--- config.mk ---
export PLATFORM = sky130hd
export DESIGN_NAME = da_hash_filter
export DESIGN_NICKNAME = d
export VERILOG_FILES = /design/src/rtl/da_filt_pkg.sv /design/src/rtl/da_filt_seq.sv /design/src/rtl/da_filt_hash.sv /design/src/rtl/da_filt_slot_cmp.sv /design/src/rtl/da_hash_filter.sv
export SDC_FILE = /design/constraint.sdc
export NUM_CORES = 1
export LEC_CHECK = 0
export BUFFER_PORTS_ARGS = -buffer_cell sky130_fd_sc_hd__buf_2
export CAP_MARGIN = 20
export CORE_ASPECT_RATIO = 0.8
export CORE_UTILIZATION = 56
export CTS_BUF_LIST = sky130_fd_sc_hd__clkbuf_2 sky130_fd_sc_hd__clkbuf_4 sky130_fd_sc_hd__clkbuf_8
export DETAILED_ROUTE_END_ITERATION = 6
export HOLD_SLACK_MARGIN = 0.05
export PLACE_DENSITY = 0.95
export SYNTH_ARGS = -nofsm -noshare
export SYNTH_HDL_FRONTEND = slang
export SYNTH_SLANG_ARGS = --single-unit
--- constraint.sdc ---
create_clock -name clk -period 12.5 [get_ports clk]
set_clock_uncertainty 0.2 [all_clocks]
set_input_delay 3.75 -clock clk [delete_from_list [all_inputs] [get_ports clk]]
set_output_delay 3.75 -clock clk [all_outputs]
set_load 0.005 [all_outputs]
--- src/rtl/da_filt_pkg.sv ---
package da_filt_pkg;
  localparam int ADDR_BYTES = 6;
  localparam int IDX_W      = 6;
  localparam int POS_W      = 3;
  localparam int TABLE_BITS = 1 << IDX_W;

  // Fold one address byte at position pos into the hash index bits it touches.
  function automatic logic [IDX_W-1:0] fold_byte(input logic [7:0] b,
                                                 input logic [POS_W-1:0] pos);
    logic [IDX_W-1:0] r;
    int unsigned k;
    r = '0;
    for (int i = 0; i < 8; i++) begin
      k = (8 * int'(pos) + i) % IDX_W;
      r[k] = r[k] ^ b[i];
    end
    return r;
  endfunction
endpackage

--- src/rtl/da_filt_seq.sv ---
module da_filt_seq
  import da_filt_pkg::*;
(
  input  logic             clk,
  input  logic             rst_n,
  input  logic             rx_valid,
  input  logic             rx_sof,
  output logic             take,
  output logic             first,
  output logic             last,
  output logic [POS_W-1:0] cur_pos
);
  localparam logic [POS_W-1:0] LAST_POS = POS_W'(ADDR_BYTES - 1);

  logic             active_q, active_d;
  logic [POS_W-1:0] pos_q, pos_d;

  always_comb begin
    take     = rx_valid & (rx_sof | active_q);
    cur_pos  = rx_sof ? '0 : pos_q;
    first    = take & (cur_pos == '0);
    last     = take & (cur_pos == LAST_POS);
    active_d = active_q;
    pos_d    = pos_q;
    if (take) begin
      if (cur_pos == LAST_POS) begin
        active_d = 1'b0;
        pos_d    = '0;
      end else begin
        active_d = 1'b1;
        pos_d    = cur_pos + POS_W'(1);
      end
    end
  end

  always_ff @(posedge clk or negedge rst_n) begin
    if (!rst_n) begin
      active_q <= 1'b0;
      pos_q    <= '0;
    end else if (take) begin
      active_q <= active_d;
      pos_q    <= pos_d;
    end
  end
endmodule

--- src/rtl/da_filt_hash.sv ---
module da_filt_hash
  import da_filt_pkg::*;
(
  input  logic             clk,
  input  logic             rst_n,
  input  logic             take,
  input  logic             first,
  input  logic [POS_W-1:0] cur_pos,
  input  logic [7:0]       rx_byte,
  input  logic [31:0]      hash_lo,
  input  logic [31:0]      hash_hi,
  output logic [IDX_W-1:0] idx_now,
  output logic             table_bit
);
  logic [IDX_W-1:0]      idx_q;
  logic [IDX_W-1:0]      idx_base;
  logic [TABLE_BITS-1:0] table_vec;

  always_comb begin
    idx_base  = first ? '0 : idx_q;
    idx_now   = idx_base ^ fold_byte(rx_byte, cur_pos);
    table_vec = {hash_hi, hash_lo};
    table_bit = table_vec[idx_now];
  end

  always_ff @(posedge clk or negedge rst_n) begin
    if (!rst_n)    idx_q <= '0;
    else if (take) idx_q <= idx_now;
  end
endmodule

--- src/rtl/da_filt_slot_cmp.sv ---
module da_filt_slot_cmp
  import da_filt_pkg::*;
#(
  parameter int NUM_SLOTS = 4
) (
  input  logic                    clk,
  input  logic                    rst_n,
  input  logic                    take,
  input  logic                    first,
  input  logic [POS_W-1:0]        cur_pos,
  input  logic [7:0]              rx_byte,
  input  logic [32*NUM_SLOTS-1:0] slot_lo,
  input  logic [16*NUM_SLOTS-1:0] slot_hi,
  input  logic [NUM_SLOTS-1:0]    slot_en,
  output logic                    any_hit
);
  logic [NUM_SLOTS-1:0] hit_now;

  for (genvar s = 0; s < NUM_SLOTS; s++) begin : g_slot
    logic [47:0] slot_addr;
    logic [7:0]  exp_byte;
    logic        ok_q, ok_now;

    always_comb begin
      slot_addr  = {slot_hi[16*s +: 16], slot_lo[32*s +: 32]};
      exp_byte   = slot_addr[8*cur_pos +: 8];
      ok_now     = (first | ok_q) & (rx_byte == exp_byte);
      hit_now[s] = ok_now & slot_en[s];
    end

    always_ff @(posedge clk or negedge rst_n) begin
      if (!rst_n)    ok_q <= 1'b0;
      else if (take) ok_q <= ok_now;
    end
  end

  assign any_hit = |hit_now;
endmodule

--- src/rtl/da_hash_filter.sv ---
module da_hash_filter
  import da_filt_pkg::*;
#(
  parameter int NUM_SLOTS = 4
) (
  input  logic                    clk,
  input  logic                    rst_n,
  input  logic                    rx_valid,
  input  logic                    rx_sof,
  input  logic [7:0]              rx_byte,
  input  logic                    cfg_copy_all,
  input  logic                    cfg_uni_hash_en,
  input  logic                    cfg_multi_hash_en,
  input  logic [31:0]             hash_lo,
  input  logic [31:0]             hash_hi,
  input  logic [32*NUM_SLOTS-1:0] slot_lo,
  input  logic [16*NUM_SLOTS-1:0] slot_hi,
  input  logic [NUM_SLOTS-1:0]    slot_en,
  output logic                    dec_valid,
  output logic                    dec_accept,
  output logic                    dec_multicast,
  output logic                    dec_hash_hit,
  output logic                    dec_addr_hit,
  output logic                    dec_broadcast
);
  logic             take, first, last;
  logic [POS_W-1:0] cur_pos;
  logic [IDX_W-1:0] idx_now;
  logic             table_bit;
  logic             slot_hit;

  logic grp_q, grp_now;
  logic ones_q, ones_now;
  logic hash_hit_d, accept_d;

  da_filt_seq u_seq (
    .clk(clk), .rst_n(rst_n), .rx_valid(rx_valid), .rx_sof(rx_sof),
    .take(take), .first(first), .last(last), .cur_pos(cur_pos)
  );

  da_filt_hash u_hash (
    .clk(clk), .rst_n(rst_n), .take(take), .first(first), .cur_pos(cur_pos),
    .rx_byte(rx_byte), .hash_lo(hash_lo), .hash_hi(hash_hi),
    .idx_now(idx_now), .table_bit(table_bit)
  );

  da_filt_slot_cmp #(.NUM_SLOTS(NUM_SLOTS)) u_slots (
    .clk(clk), .rst_n(rst_n), .take(take), .first(first), .cur_pos(cur_pos),
    .rx_byte(rx_byte), .slot_lo(slot_lo), .slot_hi(slot_hi),
    .slot_en(slot_en), .any_hit(slot_hit)
  );

  always_comb begin
    grp_now    = first ? rx_byte[0] : grp_q;
    ones_now   = (first | ones_q) & (&rx_byte);
    hash_hit_d = table_bit & (grp_now ? cfg_multi_hash_en : cfg_uni_hash_en);
    accept_d   = cfg_copy_all | ones_now | slot_hit | hash_hit_d;
  end

  always_ff @(posedge clk or negedge rst_n) begin
    if (!rst_n) begin
      grp_q  <= 1'b0;
      ones_q <= 1'b0;
    end else if (take) begin
      grp_q  <= grp_now;
      ones_q <= ones_now;
    end
  end

  always_ff @(posedge clk or negedge rst_n) begin
    if (!rst_n) dec_valid <= 1'b0;
    else        dec_valid <= last;
  end

  always_ff @(posedge clk or negedge rst_n) begin
    if (!rst_n) begin
      dec_accept    <= 1'b0;
      dec_multicast <= 1'b0;
      dec_hash_hit  <= 1'b0;
      dec_addr_hit  <= 1'b0;
      dec_broadcast <= 1'b0;
    end else if (last) begin
      dec_accept    <= accept_d;
      dec_multicast <= grp_now;
      dec_hash_hit  <= hash_hit_d;
      dec_addr_hit  <= slot_hit;
      dec_broadcast <= ones_now;
    end
  end

  logic unused_idx;
  assign unused_idx = ^idx_now;
endmodule

=== Word-level counts from Yosys, hierarchy flattened ===
Memories as Yosys holds them, arrays and structs flattened.
Cells that the tools add are included.

* Register bits: 22
* Output and inout bits: 6
* Input bits: 275
* Memories: 1
* ROM bits: 8
* Word-level logic and storage cells: 147

{| class="wikitable"
|+ Memories
! name !! words !! width !! rd ports !! clocked after memory_dff !! wr ports !! line !! text
|-
| (name not given) || 8 || 1 || 1 || 0 || 0 || da_filt_pkg.sv:15 || <nowiki>r[k] = r[k] ^ b[i];</nowiki>
|}

* Order comparisons: 17
* $add $sub $neg: 8
* Shift-type cells: 4
* Mux-type cells: 46
* Divide/modulo/power cells: 8
* Reduce and logical (&&, ||, !) cells: 11
* Equal/unequal tests: 5
* Bitwise gates (word level): 32

{| class="wikitable"
|+ Operators by type and width
! kind !! number
|-
| 32-bit by 1-bit >= comparator with 1-bit output (second input constant) || 8
|-
| 32-bit by 4-bit < comparator with 1-bit output (second input constant) || 8
|-
| 32-bit by 4-bit remainder unit with 32-bit output (second input constant) || 7
|-
| 48-bit by 7-bit indexed part select with 8-bit output || 4
|-
| 6-bit bitwise mux || 7
|-
| 8-bit equality test || 4
|-
| 7-bit by 4-bit remainder unit with 32-bit output (second input constant) || 1
|-
| 6-bit by 3-bit adder with 7-bit output (second input constant) || 4
|-
| 1-bit demux with 3-bit select || 8
|-
| 1-bit binary-select mux with 3-bit select || 7
|-
| 1-bit two-way mux || 20
|-
| 6-bit by 2-bit adder with 7-bit output (second input constant) || 2
|-
| 1-bit bitwise AND || 13
|-
| 1-bit bitwise OR || 9
|-
| 1-bit logical AND || 8
|-
| 8-bit AND reduction || 1
|-
| 1-bit XOR || 8
|-
| 6-bit by 1-bit adder with 7-bit output (second input constant) || 1
|-
| 6-bit by 7-bit < comparator with 1-bit output (second input constant) || 1
|-
| 6-bit bitwise AND || 1
|-
| 1-bit binary-select mux with 6-bit select || 1
|-
| 3-bit two-way mux || 2
|-
| 6-bit two-way mux || 1
|-
| 6-bit XOR || 1
|-
| 4 further kinds || 4
|}

=== Depth between registers and ports, before layout ===
Gate-level depths: netlist (run 1).

* Word-level depth: 40
* Gate-level depth with buffers: 42

=== Hierarchy ===
From an unflattened synthesis (run 1), not the netlist that was laid out.

* Cell total of the unflattened synthesis: 850
* Area, all modules: 6747.7 sq um

{| class="wikitable"
|+ Modules (own cells, without submodules)
! module !! cells each !! instances !! seq. area each (sq um) !! area each (sq um)
|-
| da_filt_hash || 540 || 1 || 150.1 || 3922.5
|-
| da_filt_slot_cmp || 254 || 1 || 100.1 || 2223.4
|-
| da_hash_filter || 28 || 1 || 200.2 || 339.1
|-
| da_filt_seq || 28 || 1 || 100.1 || 262.8
|}

=== Worst setup path before layout (run 1) ===
Ideal clock, no wire load.

* Path kind: input -> register
* Start point: input port rx_sof
* End point: register dec_accept
* Stages: 41
* Required time: 12170 ps
* Setup time: 130 ps
* Buffers on the path: 6
* Setup slack: 824 ps
* Arrival time: 11347 ps
* Cell sequence: buf_6 -> nand2b_1 -> buf_2 -> inv_1 -> nand2_1 -> clkbuf_1 -> inv_1 -> ha_1 -> buf_6 -> inv_1 -> nand3_1 -> o21ai_0 -> ha_1 -> clkbuf_1 -> o211ai_1 -> a31oi_2 -> nand2_1 -> inv_2 -> [... 5 more ...] -> inv_1 -> ha_1 -> inv_1 -> a311oi_1 -> a311oi_2 -> xor2_1 -> mux2i_1 -> xnor2_1 -> a2bb2oi_2 -> a2111oi_2 -> or4_1 -> buf_6 -> nor2_8 -> mux2_1 -> a2111oi_0 -> a311oi_1 -> a211oi_1 -> o21ai_1

* Cells in the longest elaborated chain, start to end: 40
* Elaborated cells between the ends (all ways): 127
* Those cells by class: add/sub: 7; div: 8; order compare: 16; eq/ne: 5; shift: 4; mux: 44; bitwise: 32; reduce/logical: 10; memory: 1

{| class="wikitable"
|+ RTL lines
! element !! line !! text
|-
| from (decl) || da_hash_filter.sv:9 || <nowiki>input logic rx_sof,</nowiki>
|-
| branches (longest 40 deep; another with 32-bit by 4-bit remainder unit with 32-bit output) || - ||
|-
| to (signal assigned) || da_hash_filter.sv:83 || <nowiki>dec_accept <= accept_d;</nowiki>
|-
| to (decl) || da_hash_filter.sv:20 || <nowiki>output logic dec_accept,</nowiki>
|}

Several ways; the timed one is not identified. The select of a mux whose other input is x is not followed.
A chain may end at the register's enable or synchronous reset.

=== Worst setup path after layout (run 1) ===
Ends and elaborated chain as after synthesis.

==> flow_summary.json, run 1 <==
{
  "syn_avg_cell_area_um2": 6.73,
  "synth_common_cells": "211 x nand2_1, 86 x nor2_1, 69 x a21oi_1, 57 x o21ai_0, 44 x xnor2_1",
  "postRouteAntennaNets": 0,
  "routedWlPerCell_um": 19.1,
  "max_slew_margin": 0.270,
  "placed_cells": 1472,
  "yosysMostFrequentCell": "nand2_1",
  "synthSimpleGateAreaFrac": 0.299,
  "worstPathRequired_ns": 12.45,
  "crit_path_end": "dec_accept",
  "ir_worst_vdd_v": 0.000106,
  "die_w_um": 129,
  "maxSlewViolCount": 0,
  "end_kind": "register",
  "synth.distinct_cells": 109,
  "htreeDepth": 1,
  "cts_tree": "yes",
  "violations": "DRC",
  "die_h_um": 104,
  "min_path_cells": 2,
  "synth_warnings": 0,
  "cts_made_buffers": 3,
  "tightestPinTransition_ns": 1.09,
  "startpoint": "rx_sof",
  "via_count": 10016,
  "track_usage": 0.410,
  "final_core_util": 0.709,
  "hold_violations": 0,
  "drv_cap": 0,
  "grt_first_pass_wirelength_mm": 44.6,
  "max_freq_ghz": 0.0835,
  "synth_area_um2": 7250,
  "p_leak_nw": 3.88,
  "critPathMostFrequentCell": "inv_1",
  "worstPathArrival_ns": 11.93,
  "synth_top_family_by_area": "compound AO/OA/AOI/OAI gates",
  "grt_pass1_vias": 9166,
  "top_register": "u_hash.idx_q",
  "synth_edf_count": 0,
  "r2r_end": "dec_accept",
  "clock-sinks": 22,
  "synth_top_cell_by_area": "nand2_1",
  "crit_buf_inv": 7,
  "rows": 36,
  "status": "finished, violations left",
  "finalSetupViolations": 0,
  "route.detailed.drc": 1,
  "r2r_start": "u_seq.pos_q[1]",
  "area_delta_synth_final_pct": 21.2,
  "ioPinCount": 281,
  "drt_pass1_iterations": 7,
  "clock_tree.root_cell": "clkbuf_8",
  "min_from": "u_hash.idx_q[4]",
  "synth-seq-cells": 22,
  "syn_nets": 1381,
  "drive_gt1_frac": 0.291,
  "cp.depth": 38,
  "hold_ws_ns": 0.288,
  "die_area_um2": 13400,
  "r2r_slack_ns": 3.47,
  "dp_hpwl_mm": 22.3,
  "synth-main-ff-cell": "dfrtp_1",
  "gp_congestion": 1.12,
  "synth_top_area_share": 0.109,
  "overflow": 0,
  "postSynth.asyncResetShare": 1.00,
  "wirelength_mm": 28.5,
  "cp_slowest_cell": "or4_4",
  "rr_worst_depth": 36,
  "crit_type": "primary input to register",
  "yosysSeqAreaShare": 0.0759,
  "hold_path_class": "register to register",
  "crit_fanout": 10,
  "synth_area_leaders": "nand2_1 11%, dfrtp_1 7.6%, xnor2_1 5.3%",
  "min_period_over_period": 0.958,
  "min_period_ns": 11.98,
  "drtIter0Drc": 1599,
  "avgViaCountPerCell": 6.73,
  "largest_register_ffs": 6,
  "final_nets": 1617,
  "path_clk_slew_ns": 0.08,
  "cts_buffer_depth": 2,
  "path_delay_family": "simple AND/OR/NAND/NOR gates",
  "fin_cells": 1488,
  "syn_inst": 1077,
  "clock_latency_ns": 0.27,
  "antenna_found_initial": 5,
  "port_buffers": 280,
  "critPathMaxStageDelay_ns": 0.62,
  "start_kind": "primary input",
  "core_um2": 12400,
  "grt_max_degree": 70,
  "initial_utilization": 0.585,
  "synth-xor-area-share": 0.0647,
  "synthAdderAreaFrac": 0.0500,
  "power_per_cell_area_nw_per_um2": 183,
  "synth_compound_area_frac": 0.380,
  "synthMuxAreaShare": 0.0571,
  "postCtsHoldBufs": 0,
  "top_regs": "u_hash.idx_q (6), u_slots.g_slot.ok_q (4), u_seq.pos_q (3)"
}
worst reg2reg max path: cells and delay by family, from the launching register on:
| kind | cells | cell delay (ns) |
|---|---|---|
| simple gates | 12 | 2.99 |
| compound gates | 10 | 2.10 |
| fa+ha+maj | 4 | 1.07 |
| buf+inv | 6 | 0.77 |
| flops | 1 | 0.72 |
| xor+xnor | 2 | 0.59 |
| mux | 2 | 0.47 |
metrics by stage:
step | setup WS (ns) | power [W] | TNS (ns) | area, um2
3_3_place_gp | 0.364 | 0.00143 | 0 | 8610
5_1_grt | -0.0108 | 0.00173 | -0.0199 | 8790
6_report | 0.525 | 0.00161 | 0 | 8790
4_1_cts | 0.210 | 0.00154 | 0 | 8680
2_1_floorplan | 0.824 | 0.00116 | 0 | 7250
3_5_place_dp | -0.0403 | 0.00147 | -0.0636 | 8610
repair_timing:
action | 4_1_cts | 5_1_grt
buffers inserted | 0 | 7
endpoints found under the setup margin | 0 | 2
gates resized for setup | 0 | 8
endpoints found under the hold margin | 0 | 0
power breakdown:
group          switching [W]  internal [W]
clock network      0.0000254     0.0000428
logic               0.000887      0.000552
registers          0.0000179     0.0000873
total               0.000930      0.000682
cells by family (layout without fill, tap and decap cells):
kind of cell / count (synthesis) / after routing
simple gates: 454 / 454
compound gates: 373 / 373
buf+inv: 109 / 344
fa+ha+maj: 29 / 29
xor+xnor: 52 / 52
flops: 22 / 22
other cells: 0 / 5
mux: 38 / 38
layout by cell type, fill, tap and decap left out, drive strengths merged, types with 31 or more instances in the layout:
cell / Yosys / final
buf: 25 / 299
o221ai: 36 / 36
nand3: 31 / 31
o21ai: 73 / 73
a21oi: 71 / 71
nor2: 90 / 90
nand2: 216 / 216
inv: 40 / 40
xnor2: 44 / 44
a31oi: 43 / 43
cell type report:
class / instances / area (um2)
clock inverters: 1 / 30.0
diodes: 5 / 12.5
clock buffers: 3 / 41.3
repair buffers: 299 / 1540
fillers: 1026 / 3600
well taps: 171 / 214
flip-flops and latches: 22 / 551
inverters: 41 / 173
multi-input cells: 946 / 6220
metal layers:
metal / vias up / GRT usage / share of wire
met2: 849 / 0.581 / 0.41
met1: 4484 / 0.563 / 0.38
met3: 156 / 0.0801 / 0.14
li1: 4527 / - / -
met4: 0 / 0.254 / 0.064
met5: - / 0 / 0
worst min path at each step:
stage | to | slack [ns]
finish | u_hash.idx_q[4] | 0.29
global route | dec_multicast | 0.31
CTS | u_hash.idx_q[4] | 0.29
detailed placement | dec_multicast | 0.27
global placement | u_slots.g_slot[3].ok_q | 0.26
floorplan | ones_q | 0.24
Note: power is estimated with default switching activity, not from simulation.
==> run 2: changes to the inputs <==
--- a/config.mk
+++ b/config.mk
@@ -5,10 +5,10 @@
 export SDC_FILE = /design/constraint.sdc
 export NUM_CORES = 1
 export LEC_CHECK = 0
+export ABC_AREA = 1
 export BUFFER_PORTS_ARGS = -buffer_cell sky130_fd_sc_hd__buf_2
-export CAP_MARGIN = 20
 export CORE_ASPECT_RATIO = 0.8
-export CORE_UTILIZATION = 56
+export CORE_UTILIZATION = 55
 export CTS_BUF_LIST = sky130_fd_sc_hd__clkbuf_2 sky130_fd_sc_hd__clkbuf_4 sky130_fd_sc_hd__clkbuf_8
 export DETAILED_ROUTE_END_ITERATION = 6
 export HOLD_SLACK_MARGIN = 0.05
==> flow_summary.json, run 2 <==
{
  "status": "finished, final reports clean",
  "port_buffers": 280,
  "die_h_um": 99.3,
  "r2r_slack_ns": 5.13,
  "worstPathRequired_ns": 12.45,
  "finalPower_w": 0.00130,
  "postSynth.asyncResetShare": 1.00,
  "tns_ns": 0,
  "tightestPinTransition_ns": 1.05,
  "syn_inst": 1176,
  "internal-power_w": 0.000510,
  "synth_area_leaders": "nand2_1 19%, nand3_1 15%, dfrtp_1 8.5%",
  "synth.distinct_cells": 50,
  "regArea_um2": 551,
  "postCtsHoldBufs": 0,
  "gp_congestion": 1.03,
  "overflow": 0,
  "cts_tree": "yes",
  "hold_path_class": "register to register",
  "end_kind": "register",
  "final_common_cell": "nand2_1",
  "seqPwrFrac": 0.075,
  "clock_tree.root_cell": "clkbuf_8",
  "swShare": 0.607,
  "cp_slowest_cell": "inv_1",
  "synth_common_cells": "332 x nand2_1, 198 x nand3_1, 118 x inv_1, 91 x nor2_1, 68 x o21ai_0",
  "synth-seq-cells": 22,
  "avgViaCountPerCell": 5.98,
  "clock_latency_ns": 0.27,
  "grt_pass1_vias": 8172,
  "drtIter0Drc": 1007,
  "via_count": 9338,
  "postRouteAntennaNets": 0,
  "placed_area_um2": 7890,
  "cts_setup_buffers": 0,
  "p_leak_nw": 4.46,
  "multiInputGateArea_um2": 5210,
  "yosysMostFrequentCell": "nand2_1",
  "rows": 35,
  "die_w_um": 124,
  "rsz0062_at_grt": "false",
  "cts_made_buffers": 3,
  "synth_edf_count": 0,
  "hold_path_end": "u_hash.idx_q[1]",
  "drt_pass1_iterations": 6,
  "critPathMaxStageDelay_ns": 0.77,
  "min_path_cells": 2,
  "synth_warnings": 0,
  "finalSetupViolations": 0,
  "synth-main-ff-cell": "dfrtp_1",
  "hold_violations": 0,
  "routedWlPerCell_um": 16.4,
  "clockPowerShare": 0.052,
  "final_cell_mix": "332 x nand2_1, 280 x buf_2, 198 x nand3_1",
  "start_kind": "primary input",
  "wirelength_mm": 25.7,
  "rr_worst_depth": 43,
  "max_slew_margin": 0.302,
  "maxSlewViolCount": 0,
  "htreeDepth": 1,
  "grt_first_pass_wirelength_mm": 40.0,
  "synth_top_area_share": 0.191,
  "ir_worst_vdd_v": 0.0000673,
  "drv_cap": 0,
  "path_clk_slew_ns": 0.08,
  "syn_nets": 1480,
  "die_area_um2": 12300,
  "dp_hpwl_mm": 20.6,
  "p_comb_frac": 0.873,
  "crit_fanout": 33,
  "drive_gt1_frac": 0.254,
  "top_register": "u_hash.idx_q",
  "r2r_end": "dec_hash_hit",
  "route.detailed.drc": 0,
  "ioPinCount": 281,
  "n_fill_cell": 1064,
  "core_um2": 11500,
  "power_per_cell_area_nw_per_um2": 163,
  "min_period_ns": 10.60,
  "syn_avg_cell_area_um2": 5.54,
  "crit_type": "primary input to register",
  "synth_top_cell_by_area": "nand2_1",
  "switchingPower_w": 0.000788,
  "largest_register_ffs": 6,
  "antenna_found_initial": 3,
  "clock-sinks": 22,
  "area_delta_synth_final_pct": 22.2,
  "grt_max_degree": 76,
  "track_usage": 0.409,
  "r2r_start": "u_seq.pos_q[1]",
  "fin_area_um2": 7960,
  "min_from": "u_hash.idx_q[1]",
  "max_freq_ghz": 0.0944,
  "critPathMostFrequentCell": "nand2_1",
  "cts_buffer_depth": 2,
  "top_regs": "u_hash.idx_q (6), u_slots.g_slot.ok_q (4), u_seq.pos_q (3)",
  "synth_area_um2": 6510,
  "initial_utilization": 0.565,
  "cts_resized": 0,
  "min_period_over_period": 0.848,
  "worstPathArrival_ns": 10.54,
  "final_nets": 1717,
  "yosysSeqAreaShare": 0.0845
}
## run 2: cell count changes in the layout (fill, tap and decap cells not counted), moves of 19 or more
cell      before  now
nand3_1       29  198
nand2_1      211  332
inv_1         31  118
a21oi_1       69   18
a31oi_1       41    0
xnor2_1       43    2
mux2i_1       29    0
nand3b_1       1   20
o22ai_1       10   29
## run 2: how the worst max path moves through the flow
stage,startpoint,endpoint,slack (ns),cells past startpoint
floorplan,rx_sof,dec_accept,3.37,47
finish,rx_sof,dec_hash_hit,1.90,43
global route,rx_sof,dec_hash_hit,1.26,43
CTS,rx_sof,dec_hash_hit,2.17,43
global placement,rx_sof,dec_hash_hit,2.13,43
detailed placement,rx_sof,dec_hash_hit,1.90,43
## run 2: power by group through the flow
stage | registers, W | logic [W] | clock network (W)
2_1_floorplan | 0.0000964 | 0.000866 | 0
4_1_cts | 0.0000972 | 0.00110 | 0.0000668
3_3_place_gp | 0.0000977 | 0.00106 | 0
6_report | 0.0000979 | 0.00113 | 0.0000669
5_1_grt | 0.0000996 | 0.00126 | 0.0000689
3_5_place_dp | 0.0000980 | 0.00109 | 0
## run 2: kinds of logic (layout without fill, tap and decap cells)
logic type      after synthesis  in the layout  share of synthesized area
simple gates                729            729                      0.527
fa+ha+maj                    29             29                     0.0557
compound gates              184            184                      0.180
buf+inv                     185            421                      0.116
xor+xnor                     27             27                     0.0363
flops                        22             22                     0.0845
other cells                   0              2                          0
## run 2: area by class of cell
| type | count | area share |
|---|---|---|
| repair buffers | 286 | 0.182 |
| multi-input cells | 969 | 0.655 |
| clock inverters | 1 | 0.00377 |
| flip-flops and latches | 22 | 0.0691 |
| clock buffers | 3 | 0.00519 |
| diodes | 2 | 0.000629 |
| inverters | 131 | 0.0618 |
| well taps | 148 | 0.0233 |
## run 2: metrics by stage
stage / std cells / util / worst slack [ns] / hold WS, ns
6_report: 1562 / 0.691 / 1.90 / 0.294
3_5_place_dp: 1556 / 0.685 / 1.90 / 0.276
2_1_floorplan: 1176 / - / 3.37 / 0.248
3_3_place_gp: 1556 / 0.685 / 2.13 / 0.262
4_1_cts: 1560 / 0.691 / 2.17 / 0.295
5_1_grt: 1562 / 0.691 / 1.26 / 0.318
## run 2: per-layer routing
| layer | GRT usage | vias up | part of all wire |
|---|---|---|---|
| met4 | 0.147 | 2 | 0.039 |
| met5 | 0 | - | 0.00047 |
| met2 | 0.600 | 590 | 0.43 |
| met1 | 0.568 | 4204 | 0.41 |
| li1 | - | 4447 | - |
| met3 | 0.110 | 95 | 0.12 |
## run 2: worst max-delay path: cells and delay by family
| family | cells | cell delay, ns |
|---|---|---|
| simple gates | 34 | 4.57 |
| buf+inv | 5 | 1.37 |
| fa+ha+maj | 3 | 0.72 |
| compound gates | 1 | 0.12 |
==> run 3: changes to the inputs <==
--- a/config.mk
+++ b/config.mk
@@ -8,11 +8,11 @@
 export ABC_AREA = 1
 export BUFFER_PORTS_ARGS = -buffer_cell sky130_fd_sc_hd__buf_2
 export CORE_ASPECT_RATIO = 0.8
-export CORE_UTILIZATION = 55
+export CORE_UTILIZATION = 46
 export CTS_BUF_LIST = sky130_fd_sc_hd__clkbuf_2 sky130_fd_sc_hd__clkbuf_4 sky130_fd_sc_hd__clkbuf_8
 export DETAILED_ROUTE_END_ITERATION = 6
 export HOLD_SLACK_MARGIN = 0.05
-export PLACE_DENSITY = 0.95
+export PLACE_DENSITY = 0.88
 export SYNTH_ARGS = -nofsm -noshare
 export SYNTH_HDL_FRONTEND = slang
 export SYNTH_SLANG_ARGS = --single-unit
==> constraint.sdc (replaced) <==
create_clock -name clk -period 8.7 [get_ports clk]
set_clock_uncertainty 0.2 [all_clocks]
set_input_delay 2.61 -clock clk [delete_from_list [all_inputs] [get_ports clk]]
set_output_delay 2.61 -clock clk [all_outputs]
set_load 0.005 [all_outputs]
==> flow_summary.json, run 3 (same netlist as run 2, synthesis figures left out) <==
{
  "status": "finished, final reports clean",
  "placed_cells": 1603,
  "path_clk_slew_ns": 0.08,
  "drv_cap": 0,
  "tightestPinTransition_ns": 1.01,
  "top_register": "u_hash.idx_q",
  "finalPower_w": 0.00205,
  "worstPathArrival_ns": 8.23,
  "rows": 38,
  "clock_latency_ns": 0.28,
  "critPathMaxStageDelay_ns": 0.29,
  "antenna_found_initial": 1,
  "overflow": 0,
  "wirelength_mm": 26.2,
  "routedWlPerCell_um": 16.0,
  "maxSlewViolCount": 0,
  "cts_tree": "yes",
  "via_count": 9595,
  "min_period_over_period": 0.951,
  "area_delta_synth_final_pct": 29.5,
  "fin_area_um2": 8430,
  "critPathMostFrequentCell": "nand2_1",
  "port_buffers": 280,
  "final_nets": 1758,
  "final_common_cell": "nand2_1",
  "hold_path_class": "register to register",
  "max_slew_margin": 0.324,
  "min_period_ns": 8.27,
  "grt_pass1_vias": 8278,
  "final_cell_mix": "331 x nand2_1, 279 x buf_2, 197 x nand3_1",
  "worstPathRequired_ns": 8.66,
  "cts_made_buffers": 3,
  "dp_hpwl_mm": 20.1,
  "drt_pass1_iterations": 7,
  "cp_slowest_cell": "ha_1",
  "avgViaCountPerCell": 5.87,
  "largest_register_ffs": 6,
  "ioPinCount": 281,
  "die_h_um": 108,
  "finalSetupViolations": 0,
  "top_regs": "u_hash.idx_q (6), u_slots.g_slot.ok_q (4), u_seq.pos_q (3)",
  "ir_worst_vdd_v": 0.000104,
  "cts_buffer_depth": 2,
  "htreeDepth": 1,
  "grt_first_pass_wirelength_mm": 39.2,
  "start_kind": "primary input",
  "track_usage": 0.329,
  "hold_ws_ns": 0.288,
  "postCtsHoldBufs": 0,
  "crit_fanout": 12,
  "power_per_cell_area_nw_per_um2": 243,
  "p_leak_nw": 4.68,
  "initial_utilization": 0.476,
  "clock-sinks": 22,
  "route.detailed.drc": 0,
  "grt_max_degree": 76,
  "drive_gt1_frac": 0.281,
  "die_w_um": 135,
  "crit_type": "primary input to register",
  "gp_congestion": 0.967,
  "tns_ns": 0,
  "postRouteAntennaNets": 0,
  "placed_area_um2": 8040,
  "drtIter0Drc": 1192,
  "hold_violations": 0,
  "die_area_um2": 14600,
  "end_kind": "register",
  "core_um2": 13700,
  "max_freq_ghz": 0.121,
  "fin_cells": 1635,
  "clock_tree.root_cell": "clkbuf_8"
}
[run 3: layout make-up]
class	instances	area (um2)
antenna	2	5.00
timing repair buffer	324	1780
inverter	131	495
fill	1280	5260
multi-input combinational	972	5310
clock buffer	3	41.3
clock inverter	1	30.0
sequential	22	551
tap	180	225
[run 3: routing by layer]
layer / vias up / GRT usage / part of all wire
li1: 4543 / - / -
met1: 4251 / 0.431 / 0.39
met2: 666 / 0.528 / 0.45
met3: 135 / 0.0609 / 0.12
met4: 0 / 0.143 / 0.045
met5: - / 0 / 0
[run 3: where the power goes]
group	switching [W]	internal, W	total, W
Clock	0.0000378	0.0000616	0.0000994
Sequential	0.0000161	0.000124	0.000140
Combinational	0.00115	0.000653	0.00181
Total	0.00121	0.000839	0.00205
[run 3: worst max-delay path, delay by kind of cell]
family                   cells  cell delay, ns
adder cells (fa/ha/maj)      2            0.50
AO/OA/AOI/OAI                2            0.36
buffers and inverters        7            0.88
AND/OR/NAND/NOR             36            3.88
[run 3: path summary, 6_finish.rpt]
check                                    start         endpoint  slack (ns)  cells after the start
min in group asynchronous                rst_n  u_hash.idx_q[3]        2.10                      1
max in group asynchronous                rst_n  u_hash.idx_q[2]        5.86                      1
worst min register to register          ones_q           ones_q        0.29                      2
worst max-delay path                    rx_sof     dec_hash_hit        0.43                     47
worst max register to register  u_seq.pos_q[0]     dec_hash_hit        2.42                     47
worst min-delay path                    ones_q           ones_q        0.29                      2
[run 3: metrics by stage]
stage / utilization / setup WS [ns]
CTS: 0.592 / 0.224
detailed placement: 0.587 / -0.0592
global route: 0.616 / -0.154
floorplan: - / 0.713
finish: 0.616 / 0.428
global placement: 0.587 / 0.278
[run 3: repair_timing]
action                                  in CTS  in global routing
setup buffers                                0                 22
endpoints found under the setup margin       0                  2
resized for setup                            0                 19
